--- src/rtl/cpg_pkg.sv ---
package cpg_pkg;

    localparam int REG_W      = 32;
    localparam int NUM_REGS   = 6;
    localparam int SEL_IDX    = 0;
    localparam int DIS_IDX    = 5;
    localparam int NUM_REF    = 4;
    localparam int SEL_W      = $clog2(NUM_REF);
    localparam int FIELD_W    = 3;
    localparam int FIELD_MAX  = 6;
    localparam int NDIV_MAX   = FIELD_MAX * FIELD_MAX;
    localparam int NDIV_W     = $clog2(NDIV_MAX + 1);

    typedef enum logic [2:0] {
        DM_DOUBLE = 3'd0,
        DM_TABLE1 = 3'd1,
        DM_TABLE2 = 3'd2,
        DM_TABLE6 = 3'd3,
        DM_GATE   = 3'd4
    } div_mode_e;

    typedef logic [NUM_REGS-1:0][REG_W-1:0] reg_bank_t;

    typedef struct packed {
        logic              use_xtal;
        logic [SEL_W-1:0]  sel;
        logic [NDIV_W-1:0] ndiv;
        logic              run;
    } clk_cfg_t;

    // Ratio of one 3-bit field; zero marks an unusable code.
    function automatic logic [NDIV_W-1:0] field_ratio(input logic [FIELD_W-1:0] f);
        if (f == '0 || f > FIELD_W'(FIELD_MAX))
            return '0;
        return NDIV_W'(f);
    endfunction

endpackage

--- src/rtl/cpg_regfile.sv ---
module cpg_regfile
    import cpg_pkg::*;
#(
    parameter int ADDR_W      = 5,
    parameter int SEL_SHIFT   = 4,
    parameter int DIV_IDX_A   = 1,
    parameter int DIV_SHIFT_A = 3,
    parameter int DIV_IDX_B   = 1,
    parameter int DIV_SHIFT_B = 0,
    parameter int GATE_BIT    = 6
) (
    input  logic               clk,
    input  logic               rst,
    input  logic [ADDR_W-1:0]  bus_addr,
    input  logic               bus_wr,
    input  logic [REG_W-1:0]   bus_wdata,
    output logic [REG_W-1:0]   bus_rdata,
    output logic [SEL_W-1:0]   sel_f,
    output logic [FIELD_W-1:0] field_a,
    output logic [FIELD_W-1:0] field_b,
    output logic               dis_f
);

    localparam int IDX_W = ADDR_W - 2;

    reg_bank_t        bank_q;
    logic [IDX_W-1:0] idx;
    logic             hit;

    assign idx = bus_addr[ADDR_W-1:2];
    assign hit = (bus_addr[1:0] == 2'b00) && (idx < IDX_W'(NUM_REGS));

    for (genvar i = 0; i < NUM_REGS; i++) begin : g_word
        localparam logic [REG_W-1:0] RST_A = (i == DIV_IDX_A) ? (REG_W'(1) << DIV_SHIFT_A) : '0;
        localparam logic [REG_W-1:0] RST_B = (i == DIV_IDX_B) ? (REG_W'(1) << DIV_SHIFT_B) : '0;
        always_ff @(posedge clk) begin
            if (rst)
                bank_q[i] <= RST_A | RST_B;
            else if (bus_wr && hit && idx == IDX_W'(i))
                bank_q[i] <= bus_wdata;
        end
    end

    always_comb begin
        bus_rdata = '0;
        if (hit)
            bus_rdata = bank_q[idx];
    end

    assign sel_f   = bank_q[SEL_IDX][SEL_SHIFT +: SEL_W];
    assign field_a = bank_q[DIV_IDX_A][DIV_SHIFT_A +: FIELD_W];
    assign field_b = bank_q[DIV_IDX_B][DIV_SHIFT_B +: FIELD_W];
    assign dis_f   = bank_q[DIS_IDX][GATE_BIT];


    readback_chk: assert property (@(posedge clk) disable iff (rst)
        (!$past(rst) && $past(bus_wr) && $past(hit)) |-> bank_q[$past(idx)] == $past(bus_wdata));


    reset_fields_chk: assert property (@(posedge clk) disable iff (rst)
        $past(rst) |-> (field_a == FIELD_W'(1) && field_b == FIELD_W'(1) && sel_f == '0 && !dis_f));

endmodule

--- src/rtl/cpg_ratio_decode.sv ---
module cpg_ratio_decode
    import cpg_pkg::*;
#(
    parameter div_mode_e MODE = DM_DOUBLE
) (
    input  logic [SEL_W-1:0]   sel_f,
    input  logic [FIELD_W-1:0] field_a,
    input  logic [FIELD_W-1:0] field_b,
    input  logic               dis_f,
    output clk_cfg_t           cfg
);

    logic [NDIV_W-1:0] ratio;

    always_comb begin
        case (MODE)
            DM_DOUBLE: ratio = NDIV_W'(field_ratio(field_a) * field_ratio(field_b));
            DM_TABLE1: ratio = field_a[0] ? NDIV_W'(2) : NDIV_W'(1);
            DM_TABLE2: ratio = field_a[0] ? NDIV_W'(4) : NDIV_W'(2);
            DM_TABLE6: ratio = field_ratio(field_a);
            default:   ratio = NDIV_W'(1);
        endcase
        cfg.use_xtal = (MODE == DM_GATE);
        cfg.sel      = (MODE == DM_GATE) ? '0 : sel_f;
        cfg.ndiv     = ratio;
        cfg.run      = (ratio != '0) && !dis_f;
    end

endmodule

--- src/rtl/cpg_core.sv ---
module cpg_core
    import cpg_pkg::*;
(
    input  logic               clk,
    input  logic               rst,
    input  logic [NUM_REF-1:0] ref_tick,
    input  logic               xtal_tick,
    input  clk_cfg_t           cfg_in,
    output logic               clk_out
);

    clk_cfg_t          act;
    logic [NDIV_W-1:0] cnt;
    logic              out_q;
    logic              tick;
    logic              phase_end;

    assign tick      = act.use_xtal ? xtal_tick : ref_tick[act.sel];
    assign phase_end = tick && (cnt == act.ndiv - NDIV_W'(1));

    always_ff @(posedge clk) begin
        if (rst) begin
            act   <= '0;
            cnt   <= '0;
            out_q <= 1'b0;
        end else if (!act.run) begin
            act <= cfg_in;
            cnt <= '0;
        end else if (phase_end) begin
            cnt <= '0;
            if (out_q) begin
                out_q <= 1'b0;
            end else begin
                act   <= cfg_in;
                out_q <= cfg_in.run;
            end
        end else if (tick) begin
            cnt <= cnt + NDIV_W'(1);
        end
    end

    assign clk_out = out_q;


    act_hold_chk: assert property (@(posedge clk) disable iff (rst)
        out_q |=> $stable(act));


    stop_low_chk: assert property (@(posedge clk) disable iff (rst)
        !act.run |-> !out_q);


    cnt_range_chk: assert property (@(posedge clk) disable iff (rst)
        act.run |-> (cnt < act.ndiv));


    gate_rise_chk: assert property (@(posedge clk) disable iff (rst)
        $rose(out_q) |-> act.run);

endmodule

--- src/rtl/cpg_periph_clk.sv ---
module cpg_periph_clk
    import cpg_pkg::*;
#(
    parameter div_mode_e MODE  = DM_DOUBLE,
    parameter int ADDR_W       = 5,
    parameter int SEL_SHIFT    = 4,
    parameter int DIV_IDX_A    = 1,
    parameter int DIV_SHIFT_A  = 3,
    parameter int DIV_IDX_B    = 1,
    parameter int DIV_SHIFT_B  = 0,
    parameter int GATE_BIT     = 6
) (
    input  logic              clk,
    input  logic              rst,
    input  logic [ADDR_W-1:0] bus_addr,
    input  logic              bus_wr,
    input  logic [31:0]       bus_wdata,
    output logic [31:0]       bus_rdata,
    input  logic [3:0]        ref_tick,
    input  logic              xtal_tick,
    output logic              clk_out
);

    logic [SEL_W-1:0]   sel_f;
    logic [FIELD_W-1:0] field_a;
    logic [FIELD_W-1:0] field_b;
    logic               dis_f;
    clk_cfg_t           cfg;

    cpg_regfile #(
        .ADDR_W(ADDR_W), .SEL_SHIFT(SEL_SHIFT),
        .DIV_IDX_A(DIV_IDX_A), .DIV_SHIFT_A(DIV_SHIFT_A),
        .DIV_IDX_B(DIV_IDX_B), .DIV_SHIFT_B(DIV_SHIFT_B),
        .GATE_BIT(GATE_BIT)
    ) u_regs (
        .clk(clk), .rst(rst), .bus_addr(bus_addr), .bus_wr(bus_wr),
        .bus_wdata(bus_wdata), .bus_rdata(bus_rdata),
        .sel_f(sel_f), .field_a(field_a), .field_b(field_b), .dis_f(dis_f)
    );

    cpg_ratio_decode #(.MODE(MODE)) u_dec (
        .sel_f(sel_f), .field_a(field_a), .field_b(field_b), .dis_f(dis_f), .cfg(cfg)
    );

    cpg_core u_core (
        .clk(clk), .rst(rst), .ref_tick(ref_tick), .xtal_tick(xtal_tick),
        .cfg_in(cfg), .clk_out(clk_out)
    );

endmodule

--- config.mk ---
export PLATFORM = sky130hd
export DESIGN_NAME = cpg_periph_clk
export DESIGN_NICKNAME = d
export VERILOG_FILES = /design/src/rtl/cpg_pkg.sv /design/src/rtl/cpg_regfile.sv /design/src/rtl/cpg_ratio_decode.sv /design/src/rtl/cpg_core.sv /design/src/rtl/cpg_periph_clk.sv
export SDC_FILE = /design/constraint.sdc
export NUM_CORES = 1
export LEC_CHECK = 0
export BUFFER_PORTS_ARGS = -buffer_cell sky130_fd_sc_hd__buf_4
export CORE_UTILIZATION = 49
export CTS_CLUSTER_DIAMETER = 50
export DETAILED_ROUTE_END_ITERATION = 16
export GPL_TIMING_DRIVEN = 0
export PLACE_DENSITY = 0.73
export REMOVE_ABC_BUFFERS = 1
export SYNTH_ARGS = -nofsm -noshare
export SYNTH_HDL_FRONTEND = slang
export SYNTH_HIERARCHICAL = 1
export SYNTH_SLANG_ARGS = --single-unit
--- constraint.sdc ---
create_clock -name clk -period 5.2 [get_ports clk]
set_input_delay 1.04 -clock clk [delete_from_list [all_inputs] [get_ports clk]]
set_output_delay 1.04 -clock clk [all_outputs]
set_load 0.02 [all_outputs]
==> summary.md <==
| Metric | Value |
|---|---|
| Status | finished clean |
| Starting Density | 50.67% |
| Predominant post-synthesis flop cell | dfxtp_1 |
| Fin crit share | around 79% |
| Max_slew headroom | 32.68% |
| Total Nets Final | ~1.2k |
| Post-synthesis xor/xnor area fraction | less than 1% |
| Worst-path clk slew | 0.06 ns |
| Reg2Reg Depth | 10 |
| Ant diodes | 0 |
| Tmin final | 4.104 ns |
| Initial drt markers | ~380 |
| Die footprint | about 23,000 um2 |
| CORE AREA | 21,290 um2 |
| Syn Area/Cell | 10.01 um2 |
| DP Wirelength | 14.89 mm |
| Post-synthesis adder-cell area fraction | 1.299% |
| FMAX | 0.2436 GHz |
| Syn Inst Count | about 1.1k |
| Final hold slack | 0.4708 ns |
| CTS H-tree depth | 1 |
| Most used cell, CP | buf_4 |
| Final ANT Viol Nets | 0 |
| Arrival @ worst endpoint | 3.06 ns |
| CP startpoint kind | input pin |
| IO Pins | 78 |
| Clk sink count | 209 |
| First-pass GRT wire length | 40.02 mm |
| Data required, critical path | 4.16 ns |
| Wirelength, routed | 24.58 mm |
| Post-Synth Simple-Gate Area | 18.64% |
| HP Class | flip-flop to flip-flop |
| Final setup margin | 1.096 ns |
| Post-route cell area | between 10,000 and 15,000 um2 |
| Fin. Hold Viols | 0 |
| Worst R2R End | u_core/clk_out |
| Post-CTS Setup Repair Bufs | 0 |
| Power density over cell area | 291.1 nW/um2 |
| Post_cts resized | 0 |
| Pins Over Slew Limit | 0 |
| Crit-path max FO | 69 |
| FF+latch count, synth | around 210 |
| Post-DP Area | 11,520 um2 |
| VDD IR max | ~240 uV |
| Seq/Total Area, Yosys | 38.79% |
| Filler cells | between 1.5k and 2k |
| Clock Skew | 0.01890 ns |
| Worst slack, placed | between 1 and 1.5 ns |
| Pre-antenna DRT Iters | 4 |
| Synthesized cell area | 10,790 um2 |
| Largest family of logic cells by synthesized area | multiplexers |
| GRT Total Usage | 22.07% |
| Worst-Skew Late Latency | 0.54 ns |
| Placer congestion estimate | 0.7615 |
| WL per Instance | about 18 um |
| Share of post-route cells with drive strength above 1 | 22.13% |
| Root Buffer | clkbuf_16 |
| Crit path cell chain | buf_4, nand2_1, nand2_2, a21oi_1, buf_4 |
| Largest net degree at the start of global routing | approximately 150 |
| Remaining DRCs | 0 |
| Num CTS Buffers | 27 |
| CTS max path bufs | 3 |
| Worst r2r src | u_regs/field_a[0] |
| Yosys warns | 6 |
| DR vias | 7,676 |
| Min-delay src | u_regs/bank_q[41] |
| DIE WIDTH | 150.4 um |
| I/O Buffers | 77 |
| Initial antenna violation count | 0 |
| Crit path from | bus_addr[3] |
| Worst Setup EP | bus_rdata[10] |
| Num rows | 53 |
| Area delta synth->final | 14.47% |
| Worst setup path class | input pin to primary output |
| Max incr delay on CP | 0.74 ns |
| Compound-Gate Fraction of Synth Area | 7.378% |
| Most frequent cells in the layout | 224 x nand2b_1, 209 x dfxtp_1, 191 x mux2i_1 |
| # hold bufs at CTS | 0 |
| Commonest non-fill, non-tap cell in the layout | nand2b_1 |
| Tightest Pin Transition | 1.010 ns |
| Vias/cell | 5.483 |
| Total power | 3.594 mW |
| GR Overflow Total | 0 |
| Unrepaired setup endpoints after global routing | false |
| FF-to-FF setup slack | 2.00 ns |
| Fin Setup TNS | 0 ns |
| Fraction of registers with async set/reset | 0% |
| Vias in the first global route | 7,826 |
| Crit. End Element | primary output |
| Post-synth EDFFs | 0 |
| CTS tree | done |
| Number of max-cap violations | 0 |
| Slowest cell on the critical path | buf_4 |
| Mux contribution to synthesized area | 28.17% |
| Library cells used by synthesis | 55 |
| LEAKAGE | 5.570 nW |
| DIE HEIGHT | 150.4 um |
| Final Setup Violations | 0 |
## metrics by stage
stage / std cells / util [%]
2_1_floorplan: 987 / -
3_3_place_gp: 1339 / 52.57
3_5_place_dp: 1354 / 54.12
4_1_cts: 1400 / 58.00
5_1_grt: 1400 / 58.00
6_report: 1400 / 58.00
## sequential cells by signal, indices dropped and copies added (netlist names)
register,count
u_regs/field_b,3
u_regs/dis_f,1
u_core/clk_out,1
u_core/act,10
u_regs/sel_f,2
u_regs/bank_q,183
u_regs/field_a,3
u_core/cnt,6
## power breakdown
| part | switching, mW | internal [mW] |
|---|---|---|
| logic | 0.136 | 0.107 |
| registers | 0.0104 | 1.62 |
| clock network | 0.713 | 1.01 |
| total | 0.859 | 2.73 |
## logic make-up (layout without fill, tap and decap cells)
kind of cell | after synthesis | in the layout
and+or+nand+nor | 349 | 349
DFF | 209 | 209
xor gates and xnor gates | 8 | 8
AOI/OAI and AO/OA | 116 | 116
buffers and inverters | 95 | 143
muxes | 289 | 289
other | 1 | 1
adders and majority gates | 10 | 10
## cells in the mapped netlist, types with 2 or more instances
master | number | area [um2]
buf_4 | 13 | 97.59
nand3_1 | 13 | 65.06
o22ai_1 | 4 | 25.02
nor2b_1 | 3 | 18.77
buf_1 | 2 | 7.510
buf_2 | 19 | 95.09
o21ai_0 | 2 | 10.01
clkbuf_1 | 42 | 157.7
xnor2_1 | 5 | 43.79
fa_1 | 2 | 40.04
mux2_2 | 96 | 1081
a311o_1 | 9 | 90.09
a22oi_1 | 33 | 247.7
a211oi_2 | 2 | 25.02
nand2_1 | 66 | 247.7
a21bo_2 | 2 | 20.02
buf_6 | 11 | 123.9
nor2_1 | 18 | 67.56
inv_1 | 4 | 15.01
and2_1 | 5 | 31.28
a211o_1 | 2 | 17.52
o31a_1 | 2 | 17.52
o21ba_2 | 2 | 20.02
mux2i_1 | 191 | 1912
nand2b_1 | 224 | 1401
and3_1 | 2 | 12.51
buf_8 | 2 | 30.03
nand2_2 | 2 | 12.51
a21oi_1 | 54 | 270.3
dfxtp_1 | 209 | 4184
xor2_1 | 2 | 17.52
nand4_1 | 2 | 12.51
nor3_1 | 3 | 15.01
ha_1 | 8 | 100.1
## worst min-delay path by stage
stage                              to  slack [ns]  depth (start not counted)
floorplan            u_regs/bank_q[0]        0.45                          2
global placement    u_regs/bank_q[41]        0.46                          2
CTS                  u_regs/bank_q[3]        0.47                          2
finish              u_regs/bank_q[41]        0.47                          2
detailed placement  u_regs/bank_q[58]        0.46                          2
global route        u_regs/bank_q[52]        0.49                          2
## worst max-delay path: cells and delay by family
kind / cells / cell delay, ns
buf+inv: 2 / 0.96
compound gates: 1 / 0.18
simple gates: 2 / 0.85
## layout make-up
cell class | count | area [um2] | share of cell area [%]
sequential | 209 | 4184 | 33.89
tap | 275 | 344.1 | 2.787
timing repair buffer | 92 | 884.6 | 7.165
multi-input combinational | 773 | 6090 | 49.33
clock inverter | 7 | 73.82 | 0.5980
inverter | 5 | 18.77 | 0.1520
clock buffer | 39 | 750.7 | 6.081
## layer usage
layer | track usage, % | wire length, um | up-vias
met5 | 0 | 0 | -
met4 | 4.646 | 348 | 0
met3 | 3.515 | 986 | 31
met2 | 39.31 | 12270 | 127
met1 | 27.87 | 10980 | 3740
li1 | - | - | 3778
No activity file was read; power rests on OpenSTA's default activity.
